==> src/rtl/ahb_mem_pkg.sv <==
package ahb_mem_pkg;

  // Transfer type codes
  localparam logic [1:0] TR_IDLE = 2'b00;
  localparam logic [1:0] TR_BUSY = 2'b01;
  localparam logic [1:0] TR_NSEQ = 2'b10;
  localparam logic [1:0] TR_SEQ  = 2'b11;

  // Burst type codes
  localparam logic [2:0] BT_SINGLE = 3'b000;
  localparam logic [2:0] BT_INCR   = 3'b001;

  // Response code
  localparam logic RESP_OKAY = 1'b0;

  // Per-slave front-end state
  typedef enum logic [1:0] {
    ST_IDLE     = 2'd0,
    ST_RD_BURST = 2'd1,
    ST_WR_BURST = 2'd2
  } slv_state_e;

  // Data-phase control bundle
  typedef struct packed {
    logic cs;
    logic rws;
  } dp_ctl_t;

endpackage

==> src/rtl/ahb_addr_dec.sv <==
module ahb_addr_dec #(
  parameter int ADDR_W  = 8,
  parameter int NUM_SLV = 4
) (
  input  logic [ADDR_W-1:0]  haddr,
  output logic [NUM_SLV-1:0] sel_vec
);
  localparam int SEL_W = $clog2(NUM_SLV);

  logic [SEL_W-1:0] region;
  assign region = haddr[ADDR_W-1 -: SEL_W];

  for (genvar g = 0; g < NUM_SLV; g++) begin : g_sel
    assign sel_vec[g] = (region == SEL_W'(g));
  end

endmodule

==> src/rtl/ahb_slv_ctrl.sv <==
module ahb_slv_ctrl
  import ahb_mem_pkg::*;
#(
  parameter int IDX_W = 4
) (
  input  logic             clk,
  input  logic             rst,
  input  logic             hsel,
  input  logic [1:0]       htrans,
  input  logic             hwrite,
  input  logic [2:0]       hburst,
  input  logic [IDX_W-1:0] idx_in,
  output logic             cs_o,
  output logic             rws_o,
  output logic             rdy_o,
  output logic [IDX_W-1:0] idx_o
);

  slv_state_e state_q, state_d;
  dp_ctl_t    ctl_q, ctl_d;
  logic       rdy_q;
  logic [IDX_W-1:0] idx_q;
  logic       in_burst;

  assign in_burst = (state_q != ST_IDLE);

  always_comb begin
    state_d = state_q;
    ctl_d   = '0;
    if (in_burst && htrans == TR_SEQ) begin
      ctl_d.cs  = 1'b1;
      ctl_d.rws = (state_q == ST_WR_BURST);
    end else if (in_burst && htrans == TR_BUSY) begin
      state_d = state_q;
    end else begin
      state_d = ST_IDLE;
      if (hsel && htrans == TR_NSEQ) begin
        ctl_d.cs  = 1'b1;
        ctl_d.rws = hwrite;
        if (hburst == BT_INCR) begin
          state_d = hwrite ? ST_WR_BURST : ST_RD_BURST;
        end
      end
    end
  end

  always_ff @(posedge clk) begin
    if (rst) begin
      state_q <= ST_IDLE;
      ctl_q   <= '0;
      rdy_q   <= 1'b0;
      idx_q   <= '0;
    end else begin
      state_q <= state_d;
      ctl_q   <= ctl_d;
      rdy_q   <= 1'b1;
      if (ctl_d.cs) begin
        idx_q <= idx_in;
      end
    end
  end

  assign cs_o  = ctl_q.cs;
  assign rws_o = ctl_q.rws;
  assign rdy_o = rdy_q;
  assign idx_o = idx_q;


  reset_clear_chk: assert property (@(posedge clk)
    $past(rst) |-> (!ctl_q.cs && !ctl_q.rws && !rdy_q && state_q == ST_IDLE));


  single_dir_chk: assert property (@(posedge clk) disable iff (rst)
    (state_q == ST_IDLE && hsel && htrans == TR_NSEQ && hburst == BT_SINGLE)
    |=> (ctl_q.cs && ctl_q.rws == $past(hwrite) && state_q == ST_IDLE));


  wr_burst_hold_chk: assert property (@(posedge clk) disable iff (rst)
    (state_q == ST_WR_BURST && htrans == TR_SEQ)
    |=> (ctl_q.cs && ctl_q.rws && state_q == ST_WR_BURST));


  rd_burst_hold_chk: assert property (@(posedge clk) disable iff (rst)
    (state_q == ST_RD_BURST && htrans == TR_SEQ)
    |=> (ctl_q.cs && !ctl_q.rws && state_q == ST_RD_BURST));


  burst_end_chk: assert property (@(posedge clk) disable iff (rst)
    (state_q != ST_IDLE && htrans == TR_IDLE)
    |=> (!ctl_q.cs && state_q == ST_IDLE));

endmodule

==> src/rtl/ahb_slv_mem.sv <==
module ahb_slv_mem #(
  parameter int DATA_W = 32,
  parameter int WORDS  = 16
) (
  input  logic                     clk,
  input  logic                     cs,
  input  logic                     rws,
  input  logic [$clog2(WORDS)-1:0] idx,
  input  logic [DATA_W-1:0]        wdata,
  output logic [DATA_W-1:0]        rdata
);

  logic [DATA_W-1:0] mem [WORDS];
  logic              wr_en;
  logic              rd_en;

  assign wr_en = cs && rws;
  assign rd_en = cs && !rws;

  always_ff @(posedge clk) begin
    if (wr_en) begin
      mem[idx] <= wdata;
    end
  end

  assign rdata = rd_en ? mem[idx] : '0;

endmodule

==> src/rtl/ahb_rd_mux.sv <==
module ahb_rd_mux #(
  parameter int DATA_W  = 32,
  parameter int NUM_SLV = 4
) (
  input  logic [NUM_SLV-1:0]             sel,
  input  logic [NUM_SLV-1:0][DATA_W-1:0] rd_in,
  output logic [DATA_W-1:0]              rd_out
);

  always_comb begin
    rd_out = '0;
    for (int i = 0; i < NUM_SLV; i++) begin
      if (sel[i]) begin
        rd_out = rd_out | rd_in[i];
      end
    end
  end

endmodule

==> src/rtl/ahb_mem_subsys.sv <==
module ahb_mem_subsys
  import ahb_mem_pkg::*;
#(
  parameter int ADDR_W  = 8,
  parameter int DATA_W  = 32,
  parameter int WORDS   = 16,
  parameter int NUM_SLV = 4
) (
  input  logic               clk,
  input  logic               rst,
  input  logic [ADDR_W-1:0]  haddr,
  input  logic [1:0]         htrans,
  input  logic               hwrite,
  input  logic [2:0]         hburst,
  input  logic [DATA_W-1:0]  hwdata,
  output logic [DATA_W-1:0]  hrdata,
  output logic               hready,
  output logic               hresp,
  output logic [NUM_SLV-1:0] slv_cs,
  output logic [NUM_SLV-1:0] slv_rws
);

  localparam int SEL_W = $clog2(NUM_SLV);
  localparam int IDX_W = $clog2(WORDS);
  localparam int IDX_LO = 2;
  localparam int IDX_HI = IDX_LO + IDX_W - 1;

  logic [NUM_SLV-1:0]             hsel_vec;
  logic [NUM_SLV-1:0]             dsel_q;
  logic [NUM_SLV-1:0]             rdy_vec;
  logic [NUM_SLV-1:0][DATA_W-1:0] rd_vec;
  logic [IDX_W-1:0]               idx_in;
  logic                           unused_addr_bits;

  assign idx_in           = haddr[IDX_HI:IDX_LO];
  assign unused_addr_bits = ^haddr[IDX_LO-1:0];

  ahb_addr_dec #(
    .ADDR_W  (ADDR_W),
    .NUM_SLV (NUM_SLV)
  ) u_dec (
    .haddr   (haddr),
    .sel_vec (hsel_vec)
  );

  // Data-phase steering of the read multiplexer
  always_ff @(posedge clk) begin
    if (rst) begin
      dsel_q <= '0;
    end else if (htrans[1]) begin
      dsel_q <= hsel_vec;
    end
  end

  for (genvar s = 0; s < NUM_SLV; s++) begin : g_slv
    logic [IDX_W-1:0] idx_s;

    ahb_slv_ctrl #(
      .IDX_W (IDX_W)
    ) u_ctrl (
      .clk    (clk),
      .rst    (rst),
      .hsel   (hsel_vec[s]),
      .htrans (htrans),
      .hwrite (hwrite),
      .hburst (hburst),
      .idx_in (idx_in),
      .cs_o   (slv_cs[s]),
      .rws_o  (slv_rws[s]),
      .rdy_o  (rdy_vec[s]),
      .idx_o  (idx_s)
    );

    ahb_slv_mem #(
      .DATA_W (DATA_W),
      .WORDS  (WORDS)
    ) u_mem (
      .clk   (clk),
      .cs    (slv_cs[s]),
      .rws   (slv_rws[s]),
      .idx   (idx_s),
      .wdata (hwdata),
      .rdata (rd_vec[s])
    );
  end

  ahb_rd_mux #(
    .DATA_W  (DATA_W),
    .NUM_SLV (NUM_SLV)
  ) u_mux (
    .sel    (dsel_q),
    .rd_in  (rd_vec),
    .rd_out (hrdata)
  );

  assign hready = &rdy_vec;
  assign hresp  = RESP_OKAY;


  one_slave_chk: assert property (@(posedge clk) disable iff (rst)
    $onehot0(slv_cs));


  ready_high_chk: assert property (@(posedge clk) disable iff (rst)
    !$past(rst) |-> (hready && hresp == RESP_OKAY));


  idle_no_cs_chk: assert property (@(posedge clk) disable iff (rst)
    (htrans == TR_IDLE) |=> (slv_cs == '0));

  initial begin
    assert (ADDR_W >= SEL_W + IDX_W + IDX_LO)
      else $error("address too narrow for decode and index fields");
  end

endmodule

==> config.mk <==
export PLATFORM = sky130hd
export DESIGN_NAME = ahb_mem_subsys
export DESIGN_NICKNAME = d
export VERILOG_FILES = /design/src/rtl/ahb_mem_pkg.sv /design/src/rtl/ahb_addr_dec.sv /design/src/rtl/ahb_slv_ctrl.sv /design/src/rtl/ahb_slv_mem.sv /design/src/rtl/ahb_rd_mux.sv /design/src/rtl/ahb_mem_subsys.sv
export SDC_FILE = /design/constraint.sdc
export NUM_CORES = 2
export LEC_CHECK = 0
export BUFFER_PORTS_ARGS = -buffer_cell sky130_fd_sc_hd__buf_2
export CORE_MARGIN = 2
export CORE_UTILIZATION = 25
export CTS_CLUSTER_SIZE = 40
export DETAILED_ROUTE_END_ITERATION = 12
export GPL_ROUTABILITY_DRIVEN = 0
export HOLD_SLACK_MARGIN = 0.08
export MAX_ROUTING_LAYER = met4
export PLACE_DENSITY = 0.42
export REMOVE_ABC_BUFFERS = 1
export SETUP_SLACK_MARGIN = 0.5
export SKIP_LAST_GASP = 1
export SLEW_MARGIN = 0
export SYNTH_ARGS = -nofsm -noshare
export SYNTH_HDL_FRONTEND = slang
export SYNTH_SLANG_ARGS = --single-unit
==> constraint.sdc <==
create_clock -name clk -period 6.5 [get_ports clk]
set_clock_uncertainty 0.1 [all_clocks]
set_input_delay 0.975 -clock clk [delete_from_list [all_inputs] [get_ports clk]]
set_output_delay 0.975 -clock clk [all_outputs]
set_load 0.02 [all_outputs]
After elaboration in Yosys (flattened, before gate mapping)
Memory sizes are Yosys's and may differ from the RTL's. A register that Yosys moved wholly into a read port is not among the register bits. Index checks and enable logic that the tools add are counted.

RAM bits: 2048. Register bits: 37. Logic and storage cells: 120. Memories kept: 4.

Memories: g_slv[0].u_mem.mem (depth 16, bits a word 32, read ports 1, clocked after Yosys merged registers in 1, wr ports 1, line ahb_slv_mem.sv:13) `logic [DATA_W-1:0] mem [WORDS];`; g_slv[1].u_mem.mem (depth 16, bits a word 32, read ports 1, clocked after Yosys merged registers in 1, wr ports 1, line ahb_slv_mem.sv:13); g_slv[2].u_mem.mem (depth 16, bits a word 32, read ports 1, clocked after Yosys merged registers in 1, wr ports 1, line ahb_slv_mem.sv:13); g_slv[3].u_mem.mem (depth 16, bits a word 32, read ports 1, clocked after Yosys merged registers in 1, wr ports 1, line ahb_slv_mem.sv:13).

Bitwise gates (word level): 11. Mux-type cells: 43. Equal/unequal tests: 11. Reductions and logical operators: 33.

Operators by type and width (number): $mux W32 (8); $or A32 B32 Y32 (3); $mux W2 (18); $mux W4 (8); $logic_and A1 B1 Y1 (20); $eq A2 B2 Y1 const B (8); $mux W1 (9); $not A1 Y1 (8); $reduce_and A2 Y1 (4); $reduce_bool A2 Y1 (4); $eq A2 B1 Y1 const B (2); $logic_not A1 Y1 (4); $eq A3 B1 Y1 const B (1); $logic_not A2 Y1 (1).

Depth between registers and ports, before layout
Depth after elaboration: 10. Gate-level depth with buffers: 8.

Hierarchy
A second synthesis with hierarchy kept.

Cell total of the unflattened synthesis: 3960. Area, all modules: 80766.2 um^2.

Modules (own cells, without submodules): ahb_slv_mem (cells each 920, area an instance 19611.3 um^2, times used 4); ahb_slv_ctrl (cells each 38, area an instance 359.1 um^2, times used 4); ahb_rd_mux (cells each 108, area an instance 698.2 um^2, times used 1); ahb_mem_subsys (cells each 16, area an instance 160.2 um^2, times used 1); ahb_addr_dec (cells each 4, area an instance 26.3 um^2, times used 1).

Worst setup path before layout
No wires, ideal clock.

Path type: register -> register. Start: reg g_slv[0].u_ctrl.ctl_q (netlist bit g_slv[0].u_ctrl.cs_o). End: mem g_slv[0].u_mem.mem[0][0] (enable). Path slack: 2.913 ns. Period minus slack after synthesis: 3.587 ns. Data arrival time: 3.026 ns. Stages on the path, launching flop included: 4. Required time: 5.939 ns. Path through: dfxtp_1 > nand2_1 > or3_1 > nor3_1.

Word-level cells in the longest chain between the ends: 3.

RTL lines: start, declared (line ahb_slv_ctrl.sv:20) `dp_ctl_t ctl_q, ctl_d;`; start signal, assigned (line ahb_slv_ctrl.sv:55) `ctl_q <= ctl_d;`; $logic_and A1 B1 Y1 (line ahb_slv_mem.sv:17) `assign wr_en = cs && rws;`; $mux W1 (line ahb_slv_mem.sv:21) `if (wr_en) begin`; $mux W1 (implied by the code) (line ahb_slv_mem.sv:22) `mem[idx] <= wdata;`; end, declared (line ahb_slv_mem.sv:13).

No other way between the ends.

==> results.json <==
{
  "wirelength_mm": 229,
  "reg2regPathDepth": 3,
  "ios": 90,
  "synthSimpleGateAreaFrac_pct": 1.37,
  "cts_tree": "yes",
  "drtIter0Drc": 3642,
  "rows": 207,
  "cts_sinks": 2101,
  "fin_ws_ns": 1.15,
  "grt_pass1_vias": 38300,
  "endpoint": "hrdata[22]",
  "end_kind": "primary output",
  "netlist_top_cells_count": "edfxtp_1 (2048), mux4_2 (508), mux2i_1 (277)",
  "drv_slew": 0,
  "synth_area_sq_um": 79700,
  "r2r_slack_ns": 3.93,
  "status": "complete, no violations",
  "worst_hold_path.num_cells": 3,
  "nets": 3778,
  "powerDensity_nw_per_um2": 296,
  "fp.dieH_um": 569,
  "synth_adder_area_share_pct": 0,
  "drt.antenna.violating_nets": 0,
  "startpoint_type": "flop",
  "cts_setup_buffers": 0,
  "cp_data_required_time_ns": 5.42,
  "yosys.cell_count.top_type": "edfxtp_1",
  "layout_min_cycle_time_ns": 5.35,
  "numPortBuffers": 86,
  "post-route-period-util_pct": 82.4,
  "synthDistinctLibCells": 33,
  "dp.cells": 7679,
  "hp-class": "primary input to flop",
  "stdcell_count": 8111,
  "cp_max_fo": 44,
  "ir_worst_vdd_uv": 230,
  "synthMuxAreaShare_pct": 17.8,
  "drt-vias-per-instance": 4.53,
  "fillers": 30700,
  "dpl_worst_slack_ns": 1.96,
  "cts-root-buf": "clkbuf_16",
  "cts_made_buffers": 229,
  "grtUsageTotal_pct": 14.4,
  "fmax_mhz": 187,
  "wire_per_inst_um": 28.3,
  "seqCellArea_sq_um": 62600,
  "synthArstFlopShare_pct": 0,
  "clkTransAtPathRegs_ns": 0.06,
  "dp_hpwl_mm": 127,
  "ctsHoldBuffers": 0,
  "syn_inst": 3438,
  "r2r-end": "g_slv[3].u_mem.mem[13][7]",
  "core_sq_um": 318000,
  "yosys_register_bits": 2101,
  "dr_total_vias": 36700,
  "hold_viol_final": 0,
  "area_growth_pct": 17.1,
  "grt_remaining_overflow": 0,
  "dieArea_sq_um": 323000,
  "cts.path.max_buffers": 3,
  "first_pass_iters": 5,
  "drive_above_1_share_pct": 29.0,
  "ys_seq_area_share_pct": 78.5,
  "crit_type": "flop to primary output",
  "grt_pass1_wl_mm": 316,
  "rsz0062_at_grt": "no",
  "slew-limit-headroom_pct": 16.8,
  "cts_resized": 0,
  "start_util_pct": 25.1,
  "max_cap_viol_count": 0,
  "synth_top_area_share_pct": 77.1,
  "synth_edf_count": 2048,
  "avgSynthCellArea_sq_um": 23.2,
  "finalSetupViolCount": 0,
  "ys.flop_type": "edfxtp_1",
  "timing.rr.start": "g_slv[3].u_ctrl.idx_o[3]",
  "yosys.area.top_type": "edfxtp_1",
  "ys.warnings.count": 0,
  "p_leak_nw": 27.4,
  "clock_latency_ns": 0.85,
  "tns_ns": 0,
  "antenna_found_initial": 30,
  "synth_area_leaders": "edfxtp_1 (77%), mux4_2 (14%), mux2i_1 (3.5%)",
  "multi_input_area_sq_um": 16700,
  "htree_levels": 4,
  "drcViolationCount": 0,
  "synth_top_family_by_area": "multiplexers",
  "cp.arrival_ns": 4.28,
  "die_w_um": 569,
  "grt_max_degree": 65,
  "tightest_slew_ns": 1.25,
  "synthXorXnorAreaFrac_pct": 0,
  "synth_compound_area_share_pct": 1.21
}
critical path, cell delays in order (launching register included):
cell	delay, ns
dfxtp_4	0.84
buf_12	0.36
mux4_2	0.36
mux2i_1	0.32
o22ai_1	0.43
or4_1	0.77
buf_2	0.22
how the worst min path moves through the flow:
stage	startpoint	end	slack, ns
after floorplan	dsel_q[3]	dsel_q[3]	0.34
after global placement	dsel_q[1]	dsel_q[1]	0.38
after detailed placement	dsel_q[1]	dsel_q[1]	0.38
after CTS	haddr[7]	dsel_q[2]	0.26
after global routing	haddr[7]	dsel_q[3]	0.32
final	haddr[7]	dsel_q[2]	0.36
through the flow:
step	total power, mW	hold slack, ns	area, sq um	utilization (%)
6_report	27.6	0.357	93400	29.4
5_1_grt	28.5	0.320	93400	29.4
4_1_cts	28.0	0.260	93400	29.4
3_5_place_dp	15.8	0.380	86400	27.2
3_3_place_gp	15.8	0.377	86400	27.2
2_1_floorplan	15.5	0.343	78800	-
cell usage in the layout, fill, tap and decap left out, drive strengths merged, types with 6 or more instances in the layout:
| cell | Yosys | final |
|---|---|---|
| edfxtp | 2048 | 2048 |
| mux4 | 508 | 508 |
| clkbuf | 90 | 296 |
| mux2i | 277 | 277 |
| buf | 95 | 246 |
| o22ai | 127 | 127 |
| clkinv | 0 | 111 |
| nor2 | 91 | 91 |
| dfxtp | 53 | 53 |
| or4 | 32 | 32 |
| nand2 | 23 | 23 |
| nor3 | 17 | 17 |
| nand2b | 12 | 12 |
| a21oi | 11 | 11 |
| a22oi | 10 | 10 |
| inv | 1 | 10 |
| diode | 0 | 9 |
| nor3b | 6 | 6 |
| or3 | 6 | 6 |
area by class of cell:
type,instances,share of cell area (%)
Sequential cell,2101,67.0
Multi-Input combinational cell,1151,17.9
Clock buffer,296,6.51
Tap cell,4180,5.60
Timing Repair Buffer,246,2.00
Clock inverter,127,0.903
Antenna cell,9,0.0241
Inverter,1,0.00402
metal layers:
metal	global-route usage, %	vias to the layer above	part of all wire (%)
li1	-	15300	-
met1	18.8	20200	44
met2	24.0	880	50
met3	2.07	273	4.5
met4	2.91	0	1.7
met5	-	-	0
state kept, by name, indices dropped and copies added, names as in the netlist, named ones only:
signal                count
g_slv.u_ctrl.idx_o       16
g_slv.u_ctrl.rws_o        4
g_slv.u_ctrl.rdy_o        1
g_slv.u_ctrl.cs_o         4
g_slv.u_mem.mem        2048
dsel_q                    4
g_slv.u_ctrl.state_q      8
logic make-up after synthesis:
group,after synthesis
other cells,1
compound gates,153
mux,785
buf+inv,186
simple gates,212
flops,2101
where the power goes:
part           internal [mW]  switching (mW)  total [mW]  leakage [nW]
registers               14.9          0.0391        14.9          18.8
clock network           6.76            5.36        12.1          3.40
logic                  0.191           0.412       0.603          5.12
No activity file was read; power rests on OpenSTA's default activity.
